**config.mk**
```make
export PLATFORM = sky130hd
export DESIGN_NAME = fx_carrier_sense
export DESIGN_NICKNAME = d
export VERILOG_FILES = /design/src/rtl/fx_carrier_sense.sv
export SDC_FILE = /design/constraint.sdc
export NUM_CORES = 1
export LEC_CHECK = 0
export ABC_AREA = 1
export BUFFER_PORTS_ARGS = -buffer_cell sky130_fd_sc_hd__buf_2
export CAP_MARGIN = 30
export CORE_AREA = 3 3 44 46
export DETAILED_ROUTE_END_ITERATION = 10
export DIE_AREA = 0 0 47 49
export PLACE_DENSITY_LB_ADDON = 0.12
export SETUP_SLACK_MARGIN = 0.4
export SKIP_CTS_REPAIR_TIMING = 1
export SYNTH_ARGS = -nofsm -noshare
export SYNTH_HDL_FRONTEND = slang
export SYNTH_SLANG_ARGS = --single-unit
```
**constraint.sdc**
```tcl
create_clock -name clk -period 3.3 [get_ports clk]
set_clock_uncertainty 0.2 [all_clocks]
set_input_delay 0.495 -clock clk [delete_from_list [all_inputs] [get_ports clk]]
set_output_delay 0.495 -clock clk [all_outputs]
set_load 0.01 [all_outputs]
```
**src/rtl/fx_carrier_sense.sv**
```systemverilog
module fx_carrier_sense #(
  parameter int WIN = 10,
  parameter int GRP = 5
) (
  input  logic clk,
  input  logic rst,
  input  logic bit_in,
  input  logic bit_vld,
  input  logic grp_strobe,
  input  logic tx_active,
  input  logic full_dup,
  output logic crs
);
  localparam logic [GRP-1:0] IDLE_CG = '1;
  localparam logic [GRP-1:0] END_T   = 5'b01101;
  localparam logic [GRP-1:0] END_R   = 5'b00111;

  logic [WIN-1:0] win;
  logic           rx_car;
  logic           t_seen;
  logic           pair;

  wire [WIN-1:0] win_nx = {win[WIN-2:0], bit_in};
  wire [GRP-1:0] grp    = win_nx[GRP-1:0];
  wire           stop   = grp_strobe && (grp == IDLE_CG || (t_seen && grp == END_R));

  always_comb begin
    pair = 1'b0;
    for (int i = 0; i < WIN; i++)
      for (int j = i + 2; j < WIN; j++)
        if (!win_nx[i] && !win_nx[j]) pair = 1'b1;
  end

  always_ff @(posedge clk) begin
    if (rst) begin
      rx_car <= 1'b0;
      win    <= '1;
      t_seen <= 1'b0;
    end else if (bit_vld) begin
      if (!rx_car) begin
        win    <= win_nx;
        t_seen <= 1'b0;
        if (pair) rx_car <= 1'b1;
      end else if (stop) begin
        rx_car <= 1'b0;
        win    <= '1;
        t_seen <= 1'b0;
      end else begin
        win <= win_nx;
        if (grp_strobe) t_seen <= (grp == END_T);
      end
    end
  end

  assign crs = rx_car | (tx_active & ~full_dup);
endmodule


```
### After elaboration in Yosys (flattened, before gate mapping)

Cells that the tools add are included.

| word-level totals | value |
|---|---|
| register bits | 11 |
| input bits | 7 |
| word-level logic and storage cells | 104 |
| output and inout port bits | 1 |

| cells by class | value |
|---|---|
| equality and inequality tests | 4 |
| reductions and logical operators | 50 |
| multiplexer cells | 44 |
| bitwise operators | 3 |

Operator list:

| kind | number |
|---|---|
| 2-to-1 mux 1 bit | 42 |
| logical AND 1 bit | 38 |
| 2-to-1 mux 9 bit | 2 |
| logical NOT 1 bit | 10 |
| == test 5 x 3 -> 1 bit (second input constant) | 1 |
| == test 5 x 4 -> 1 bit (second input constant) | 1 |
| == test 5 bit (second input constant) | 1 |
| != test 3 x 2 -> 1 bit (second input constant) | 1 |
| AND reduction 2 bit | 1 |
| bitwise AND 1 bit | 1 |
| logical OR 1 bit | 1 |
| inverter 1 bit | 1 |
| bitwise OR 1 bit | 1 |

### Depth between registers and ports, before layout

Gate-level depths: netlist of the first run.

| depth | value |
|---|---|
| word-level depth | 40 |
| mapped depth | 8 |

### Least setup slack after synthesis of the first run

Ideal clock, no wire load.

| timing path | value |
|---|---|
| kind | input -> output |
| start | in tx_active |
| end | out crs |
| buffers on the path | 0 |
| arrival time | 786 ps |
| required time | 2605 ps |
| setup slack | 1819 ps |
| stages | 2 |
| cells stage by stage | inv_1 > o21ai_0 |

| on the way | value |
|---|---|
| longest elaborated chain between the ends | 2 |

Ends and longest elaborated chain:

| what | line | text |
|---|---|---|
| from (decl) | 10 | `input logic tx_active,` |
| bitwise AND 1 bit | 55 | `assign crs = rx_car \| (tx_active & ~full_dup);` |
| bitwise OR 1 bit | 55 |  |
| to (decl) | 12 | `output logic crs` |

No other way between the ends.

### Final worst setup path of the first run

| timing path | value |
|---|---|
| start | reg rx_car |
| end | out crs |

| on the way | value |
|---|---|
| longest elaborated chain between the ends | 1 |

Ends and longest elaborated chain:

| what | line | text |
|---|---|---|
| from (decl) | 19 | `logic rx_car;` |
| from (signal assigned) | 36 | `rx_car <= 1'b0;` |
| from (signal assigned) | 43 | `if (pair) rx_car <= 1'b1;` |
| from (signal assigned) | 45 | `rx_car <= 1'b0;` |
| bitwise OR 1 bit | 55 |  |

No other way between the ends.

==> results of run 1 <==
## cells by family after synthesis
| group | count (synthesis) | synth area share |
|---|---|---|
| simple gates | 42 | 0.326 |
| compound gates | 16 | 0.183 |
| flops | 11 | 0.413 |
| buf+inv | 11 | 0.0775 |
## state kept, by name, indices dropped and copies added (netlist names)
register / cells
t_seen: 1
rx_car: 1
win: 9
## placed cells by master, fill, tap and decap left out
cell and count:
nand2_1 23, dfxtp_1 11, nor2_1 10, inv_1 8, buf_2 7, o22ai_1 6, nand3_1 5, o21ai_0 4
clkbuf_4 3, inv_2 2, a21oi_2 2, nand2_2 2, a21oi_1 2, o21ai_1 1, o211ai_1 1, nor4_1 1
nand4_1 1, clkbuf_1 1
## path summary, 6_finish.rpt
kind                            startpoint      to  slack (ns)  cells past startpoint
worst min register to register      t_seen  t_seen        0.28                      2
worst min-delay path                   rst  rx_car        0.22                      2
worst max register to register      win[3]  win[4]        1.93                      7
worst max-delay path                rx_car     crs        1.63                      3
## layer usage
| metal | up-vias | global-route usage |
|---|---|---|
| met5 | - | 0 |
| met4 | 0 | 0.0415 |
| met3 | 2 | 0.0221 |
| met2 | 16 | 0.149 |
| met1 | 236 | 0.152 |
| li1 | 285 | - |
## area by class of cell
type,count,area [um^2]
Timing Repair Buffer,7,35.0
Sequential cell,11,220
Multi-Input combinational cell,58,272
Clock buffer,4,26.3
Fill cell,176,931
Inverter,10,37.5
Tap cell,16,20.0
## worst max-delay path: cells and delay by family, from the launching register on
| kind | cells | cell delay, ns |
|---|---|---|
| AO/OA/AOI/OAI | 1 | 0.07 |
| buffers and inverters | 2 | 0.22 |
| flip-flops | 1 | 0.42 |
## per-stage QoR
step / power [mW] / cell area [um^2] / cells / setup WS (ns) / hold slack [ns]
floorplan: 0.168 / 533 / 80 / 1.82 / 0.238
global placement: 0.180 / 584 / 102 / 1.74 / 0.262
detailed placement: 0.180 / 584 / 102 / 1.73 / 0.265
CTS: 0.273 / 611 / 106 / 1.64 / 0.221
global route: 0.286 / 611 / 106 / 1.57 / 0.232
finish: 0.272 / 611 / 106 / 1.63 / 0.217
## where the power goes
part,internal (mW),switching (mW)
sequential,0.137,0.00642
combinational,0.0135,0.0201
clock,0.0468,0.0484
==> results.md, run 1 <==
- Met1 wire length: 562 um
- Slowest CP cell: dfxtp_1
- Root buf cell: clkbuf_4
- Cell Rows: 14
- Routed wire length: 1.18 mm
- WP data arrival: 0.98 ns
- Top FF cell, synth: dfxtp_1
- RD Place Congestion: 0.734
- Final Max Slew Viols: 0
- Worst-path fanout max: 5
- Final setup violation count: 0
- Routed vias/inst: 5.08
- Fraction of registers with async set/reset: 0
- Die area: 0.00230 mm^2
- Status: complete, no violations
- Final min period: 1.67 ns
- Top cells by area, synth: dfxtp_1, nand2_1, nor2_1, o22ai_1, inv_1
- Highest clock rate: 0.597 GHz
- Clock latency on the worst-skew pair: 0.27 ns
- Post-synth top cells: nand2_1, dfxtp_1, nor2_1
- Post-route ant nets: 0
- Slew of the pin with the lowest slew margin: 0.316 ns
- Crit path kind: reg2out
- Total Neg Setup Slack: 0 ns
- Clock Path Buffers: 2
- TritonCTS clock tree: built
- Rel. slew slack: 0.787
- Final Hold Viols: 0
- H-tree depth: 1
- Pin count of the biggest net entering global routing: 14
- Top Layer Used: met4
- Max-cap violations: 0
- Period utilisation layout: 0.507
- Grt ovf: 0
- Routed length on met2: 529 um
- Sequential share of the synthesized area: 0.413
- Clock-pin slew on the worst setup and hold paths: 0.08 ns
- Static leakage: 0.316 nW
- Worst EP required: 2.60 ns
- Initial DRC count: 17
- Ys Warns: 0
- Share of layout cells above drive strength 1: 0.178
- Area delta synth->final: 14.6%
- Initial antenna violation count: 0
- Wirelength per Cell: 11.1 um
- NumNets Final: 98
- Setup crit end kind: output pin
- Area leader, netlist: dfxtp_1
- Mapped Cells: 80
- Seq cells post-synth: 11
- All-layer global routing usage: 0.106
- Clock sinks: 11
- Netlist cell types: 16
- CTS buffer count: 3
- Unrepaired setup endpoints after global routing: false
- Synthesized area: 533 um^2
- Drt drc: 0
- Global-route wire length before repair: 1.83 mm
- Mean post-synth cell area: 6.66 um^2
- CP Cell Sequence: inv_1 > o21ai_0 > buf_2
- Vias in the first global route: 442
- Drt pass-1 iters: 4
- Max stage delay on crit path: 0.42 ns
- ANT cells: 0
- Met3 routed WL: 76 um
- # IOs: 8
- Top cell type's share of synthesized area: 0.413
- Worst min path class: in2reg
- Final core occ: 0.396
- Vias: 539
- Max IR drop VDD: 0.172 mV
- Starting Density: 0.346
- Core ar.: 0.00154 mm^2
- Number of port buffers: 7
- Most common cell in the netlist: nand2_1
- Die X: 47 um
- DP HPWL: 845 um
- Startpoint types: register
- Mapped Nets: 87
- Die Y: 49 um
- EDFF count, synth: 0
- Power Dens Cells: 446 mW/mm^2
Power figures use the tool's default switching activity.
==> run 2: changes to the inputs <==
Clock period 3.3 ns to 1.7 ns, I/O delays scaled along.
==> results.md, run 2 (synthesis results as in run 1) <==
- Post-route ant nets: 0 (unchanged)
- Die Y: 49 um (unchanged)
- Final min period: 1.30 ns
- WP data arrival: 0.84 ns (was 0.98 ns)
- Reg2reg start: win[3] (unchanged)
- Die X: 47 um (unchanged)
- # IOs: 8 (unchanged)
- DP HPWL: 848 um (was 845 um)
- H-tree depth: 1 (unchanged)
- Drt pass-1 iters: 4 (unchanged)
- Static leakage: 0.350 nW (was 0.316 nW)
- Highest clock rate: 0.771 GHz
- Grt ovf: 0 (unchanged)
- Final Max Slew Viols: 0 (unchanged)
- Max IR drop VDD: 0.399 mV (was 0.172 mV)
- Pre-CTS setup slack: 0.348 ns (was 1.73 ns)
- Wirelength per Cell: 11.0 um (was 11.1 um)
- Worst r2r dst: win[7] (was win[4])
- Worst hold endpoint: win[0] (was rx_car)
- Cell Rows: 14 (unchanged)
- Final setup violation count: 0 (unchanged)
- Worst-path fanout max: 3 (was 5)
- Initial DRC count: 14 (was 17)
- Vias: 554 (was 539)
- Clock-pin slew on the worst setup and hold paths: 0.07 ns (was 0.08 ns)
- Hold Startpoint: rst (unchanged)
- Final instance area: 733 um^2 (was 611 um^2)
- All-layer global routing usage: 0.117 (was 0.106)
- Drt drc: 0 (unchanged)
- Commonest non-fill, non-tap cells in the layout: nand2_1, nor2_1, inv_1, buf_2, o22ai_2 (was nand2_1, dfxtp_1, nor2_1, inv_1, buf_2)
- FF-to-FF setup slack: 0.41 ns (was 1.93 ns)
- CTS buffer count: 3 (unchanged)
- Worst hold margin: 0.0315 ns (was 0.217 ns)
- Global-route wire length before repair: 1.96 mm (was 1.83 mm)
- Total Neg Setup Slack: 0 ns (unchanged)
- Rel. slew slack: 0.793 (was 0.787)
- Area delta synth->final: 37.6% (was 14.6%)
- Startpoint types: register (unchanged)
- Routed vias/inst: 5.04 (was 5.08)
- Commonest non-fill, non-tap cell in the layout: nand2_1 (unchanged)
- DP Area: 584 um^2 (unchanged)
- Clock sinks: 11 (unchanged)
- Die area: 0.00230 mm^2 (unchanged)
- Setup crit end kind: output pin (unchanged)
- ANT cells: 0 (unchanged)
- Share of layout cells above drive strength 1: 0.436 (was 0.178)
- Reg2reg path depth: 7 (unchanged)
- Initial antenna violation count: 0 (unchanged)
- RD Place Congestion: 0.773 (was 0.734)
- Crit path kind: reg2out (unchanged)
- Final Hold Viols: 0 (unchanged)
- Top flop regs: win: 9 flops, rx_car: 1 flops, t_seen: 1 flops (unchanged)
- Clock Path Buffers: 2 (unchanged)
- Status: complete, no violations (unchanged)
- Clock latency on the worst-skew pair: 0.27 ns (about the same)
- Number of port buffers: 7 (unchanged)
- Slew of the pin with the lowest slew margin: 0.310 ns (was 0.316 ns)
- Fillers: 160 (was 176)
- Period utilisation layout: 0.763
- Worst min path class: in2reg (unchanged)
- Worst EP required: 1.24 ns (was 2.60 ns)
- Routed wire length: 1.21 mm (was 1.18 mm)
- TritonCTS clock tree: built (unchanged)
- Final core occ: 0.476 (was 0.396)
- Vias in the first global route: 474 (was 442)
- Power Dens Cells: 733 mW/mm^2 (was 446 mW/mm^2)
- Root buf cell: clkbuf_4 (unchanged)
- Max reg flops: 9 (unchanged)
- Final WS setup: 0.403 ns (was 1.63 ns)
- Unrepaired setup endpoints after global routing: true (was false)
- Max-cap violations: 0 (unchanged)
- Core ar.: 0.00154 mm^2 (unchanged)
- Worst hold path depth: 3 (was 2)
- Starting Density: 0.346 (unchanged)
- Top reg by flops: win (unchanged)
- NumNets Final: 102 (was 98)
- Pin count of the biggest net entering global routing: 14 (unchanged)
run 2: worst max-delay path by stage:
stage	start	endpoint	slack, ns	cells past startpoint
after floorplan	win[2]	rx_car	0.47	7
after global placement	win[1]	rx_car	0.32	7
after detailed placement	win[1]	rx_car	0.35	7
after CTS	rx_car	crs	0.26	3
after global routing	rx_car	crs	0.34	3
final	rx_car	crs	0.40	3
run 2: where the power goes:
group | switching (mW) | total, mW | leakage, nW | internal, mW
sequential | 0.0120 | 0.276 | 0.0883 | 0.264
combinational | 0.0479 | 0.0848 | 0.247 | 0.0369
clock | 0.0858 | 0.177 | 0.0150 | 0.0908
total | 0.146 | 0.538 | 0.350 | 0.392
run 2: routing by layer:
metal,track usage,vias up,wire (um)
met3,0.0221,4,45
met2,0.158,7,573
met4,0.0691,0,27
met5,0,-,0
met1,0.164,249,567
li1,-,294,-
run 2: worst max-delay path, cell delays in order (launching register included):
cell	delay, ns
dfxtp_4	0.36
inv_2	0.03
o21ai_1	0.05
buf_2	0.13
run 2: layout make-up:
cell class | instances | area (um^2) | area share
clock buffer | 4 | 26.3 | 0.0358
inverter | 10 | 37.5 | 0.0512
multi-input combinational | 58 | 338 | 0.461
sequential | 11 | 241 | 0.329
tap | 16 | 20.0 | 0.0273
timing repair buffer | 11 | 70.1 | 0.0956
run 2: stage by stage:
step | instances | power (mW)
after detailed placement | 102 | 0.349
after global routing | 110 | 0.573
after global placement | 102 | 0.350
final | 110 | 0.538
after floorplan | 80 | 0.327
after CTS | 106 | 0.527
==> run 3: changes to the inputs <==
Clock period 1.7 ns to 1.25 ns, I/O delays scaled along.
==> results.md, run 3 (synthesis results as in run 1) <==
- Clock latency on the worst-skew pair: 0.27 ns (about the same)
- Starting Density: 0.346 (unchanged)
- CTS buffer count: 3 (unchanged)
- Max-cap violations: 0 (unchanged)
- Fillers: 174 (was 160)
- WP depth: 3 (unchanged)
- Clock-pin slew on the worst setup and hold paths: 0.08 ns (was 0.07 ns)
- Family with the most delay on the worst path: flip-flops (unchanged)
- Worst r2r dst: win[5] (was win[7])
- H-tree depth: 1 (unchanged)
- WP data arrival: 0.86 ns (was 0.84 ns)
- Wirelength per Cell: 11.2 um (was 11.0 um)
- Drt pass-1 iters: 4 (unchanged)
- RD Place Congestion: 0.754 (was 0.773)
- CP startpoint: rx_car (unchanged)
- Reg2reg start: win[3] (unchanged)
- # IOs: 8 (unchanged)
- Max reg flops: 9 (unchanged)
- Inst Count DP: 103 (was 102)
- Slew of the pin with the lowest slew margin: 0.252 ns (was 0.310 ns)
- ANT cells: 0 (unchanged)
- Unrepaired setup endpoints after global routing: true (unchanged)
- TritonCTS clock tree: built (unchanged)
- Post-route ant nets: 0 (unchanged)
- Die X: 47 um (unchanged)
- Period utilisation layout: 0.995
- Highest clock rate: 0.804 GHz
- Final min period: 1.24 ns
- Number of port buffers: 7 (unchanged)
- Crit path kind: reg2out (unchanged)
- Startpoint types: register (unchanged)
- Final WS setup: 0.00585 ns (was 0.403 ns)
- Share of layout cells above drive strength 1: 0.366 (was 0.436)
- Final Hold Viols: 3 (was 0)
- Slowest CP cell: dfxtp_4 (unchanged)
- Worst-path fanout max: 4 (was 3)
- Drt drc: 0 (unchanged)
- Vias: 551 (was 554)
- Vias in the first global route: 431 (was 474)
- Area delta synth->final: 28.4% (was 37.6%)
- All-layer global routing usage: 0.112 (was 0.117)
- Cell Rows: 14 (unchanged)
- Violated checks: hold timing
- Clock sinks: 11 (unchanged)
- CP Cell Sequence: inv_2 > o21ai_2 > buf_2 (was inv_2 > o21ai_1 > buf_2)
- Top reg by flops: win (unchanged)
- Crit path capture: crs (unchanged)
- WP buf/inv: 2 (unchanged)
- Final Max Slew Viols: 0 (unchanged)
- Die area: 0.00230 mm^2 (unchanged)
- Routed vias/inst: 5.06 (was 5.04)
- Worst min path class: in2reg (unchanged)
- Power Dens Cells: 1060 mW/mm^2 (was 733 mW/mm^2)
- Initial DRC count: 3 (was 14)
- Max IR drop VDD: 0.545 mV (was 0.399 mV)
- Grt ovf: 0 (unchanged)
- Die Y: 49 um (unchanged)
- Initial antenna violation count: 0 (unchanged)
- Pin count of the biggest net entering global routing: 14 (unchanged)
- Worst EP required: 0.86 ns (was 1.24 ns)
- Pre-CTS setup slack: -0.0178 ns (was 0.348 ns)
- Final core occ: 0.444 (was 0.476)
- DP HPWL: 880 um (was 848 um)
- Static leakage: 0.338 nW (was 0.350 nW)
- FF-to-FF setup slack: 0.006 ns (was 0.41 ns)
- Commonest non-fill, non-tap cell in the layout: nand2_1 (unchanged)
- NumNets Final: 101 (was 102)
- Total power: 0.728 mW (was 0.538 mW)
- Total Neg Setup Slack: 0 ns (unchanged)
- Top flop regs: win: 9 flops, rx_car: 1 flops, t_seen: 1 flops (unchanged)
- Worst hold margin: -0.0857 ns (was 0.0315 ns)
- Setup crit end kind: output pin (unchanged)
- Final setup violation count: 0 (unchanged)
- Reg2reg path depth: 7 (unchanged)
- Root buf cell: clkbuf_4 (unchanged)
- Finished Layout Cells: 109 (was 110)
- Commonest non-fill, non-tap cells in the layout: nand2_1, nor2_1, buf_2, inv_1, o22ai_1 (was nand2_1, nor2_1, inv_1, buf_2, o22ai_2)
- Global-route wire length before repair: 1.90 mm (was 1.96 mm)
- Routed wire length: 1.22 mm (was 1.21 mm)
- Core ar.: 0.00154 mm^2 (unchanged)
- Rel. slew slack: 0.831 (was 0.793)
- Status: complete, but fails checks (was complete, no violations)
- Clock Path Buffers: 2 (unchanged)
- Max stage delay on crit path: 0.36 ns (about the same)
run 3: stage by stage:
step | hold slack [ns] | cell area, um^2
after floorplan | 0.0426 | 543
after global placement | 0.208 | 601
after detailed placement | 0.203 | 601
after CTS | -0.0929 | 627
after global routing | -0.0840 | 684
final | -0.0857 | 684
run 3: worst min-delay path by stage:
| stage | start | end | slack, ns | cells after the start |
|---|---|---|---|---|
| after detailed placement | rst | rx_car | 0.20 | 2 |
| after global routing | rst | rx_car | -0.08 | 2 |
| final | rst | rx_car | -0.09 | 2 |
| after CTS | rst | rx_car | -0.09 | 2 |
| after floorplan | rst | rx_car | 0.04 | 1 |
| after global placement | rst | rx_car | 0.21 | 2 |
run 3: final cells by class:
| class | count | area (um^2) | share of cell area |
|---|---|---|---|
| multi-input cells | 58 | 297 | 0.433 |
| flip-flops and latches | 11 | 240 | 0.351 |
| repair buffers | 10 | 61.3 | 0.0896 |
| inverters | 10 | 40.0 | 0.0585 |
| clock buffers | 4 | 26.3 | 0.0384 |
| well taps | 16 | 20.0 | 0.0293 |
run 3: worst register-to-register path: cells and delay by family (launching register included):
family          cells  cell delay, ns
simple gates        4            0.30
flops               1            0.38
buf+inv             1            0.04
compound gates      2            0.21
run 3: layer usage:
metal | up-vias | global-route usage | share of wire
li1 | 291 | - | -
met1 | 249 | 0.168 | 0.47
met2 | 9 | 0.138 | 0.47
met3 | 2 | 0.0221 | 0.044
met4 | 0 | 0.0691 | 0.011
met5 | - | 0 | 0
run 3: power breakdown:
part	internal [mW]	switching, mW
sequential	0.360	0.0172
clock	0.123	0.117
combinational	0.0496	0.0616
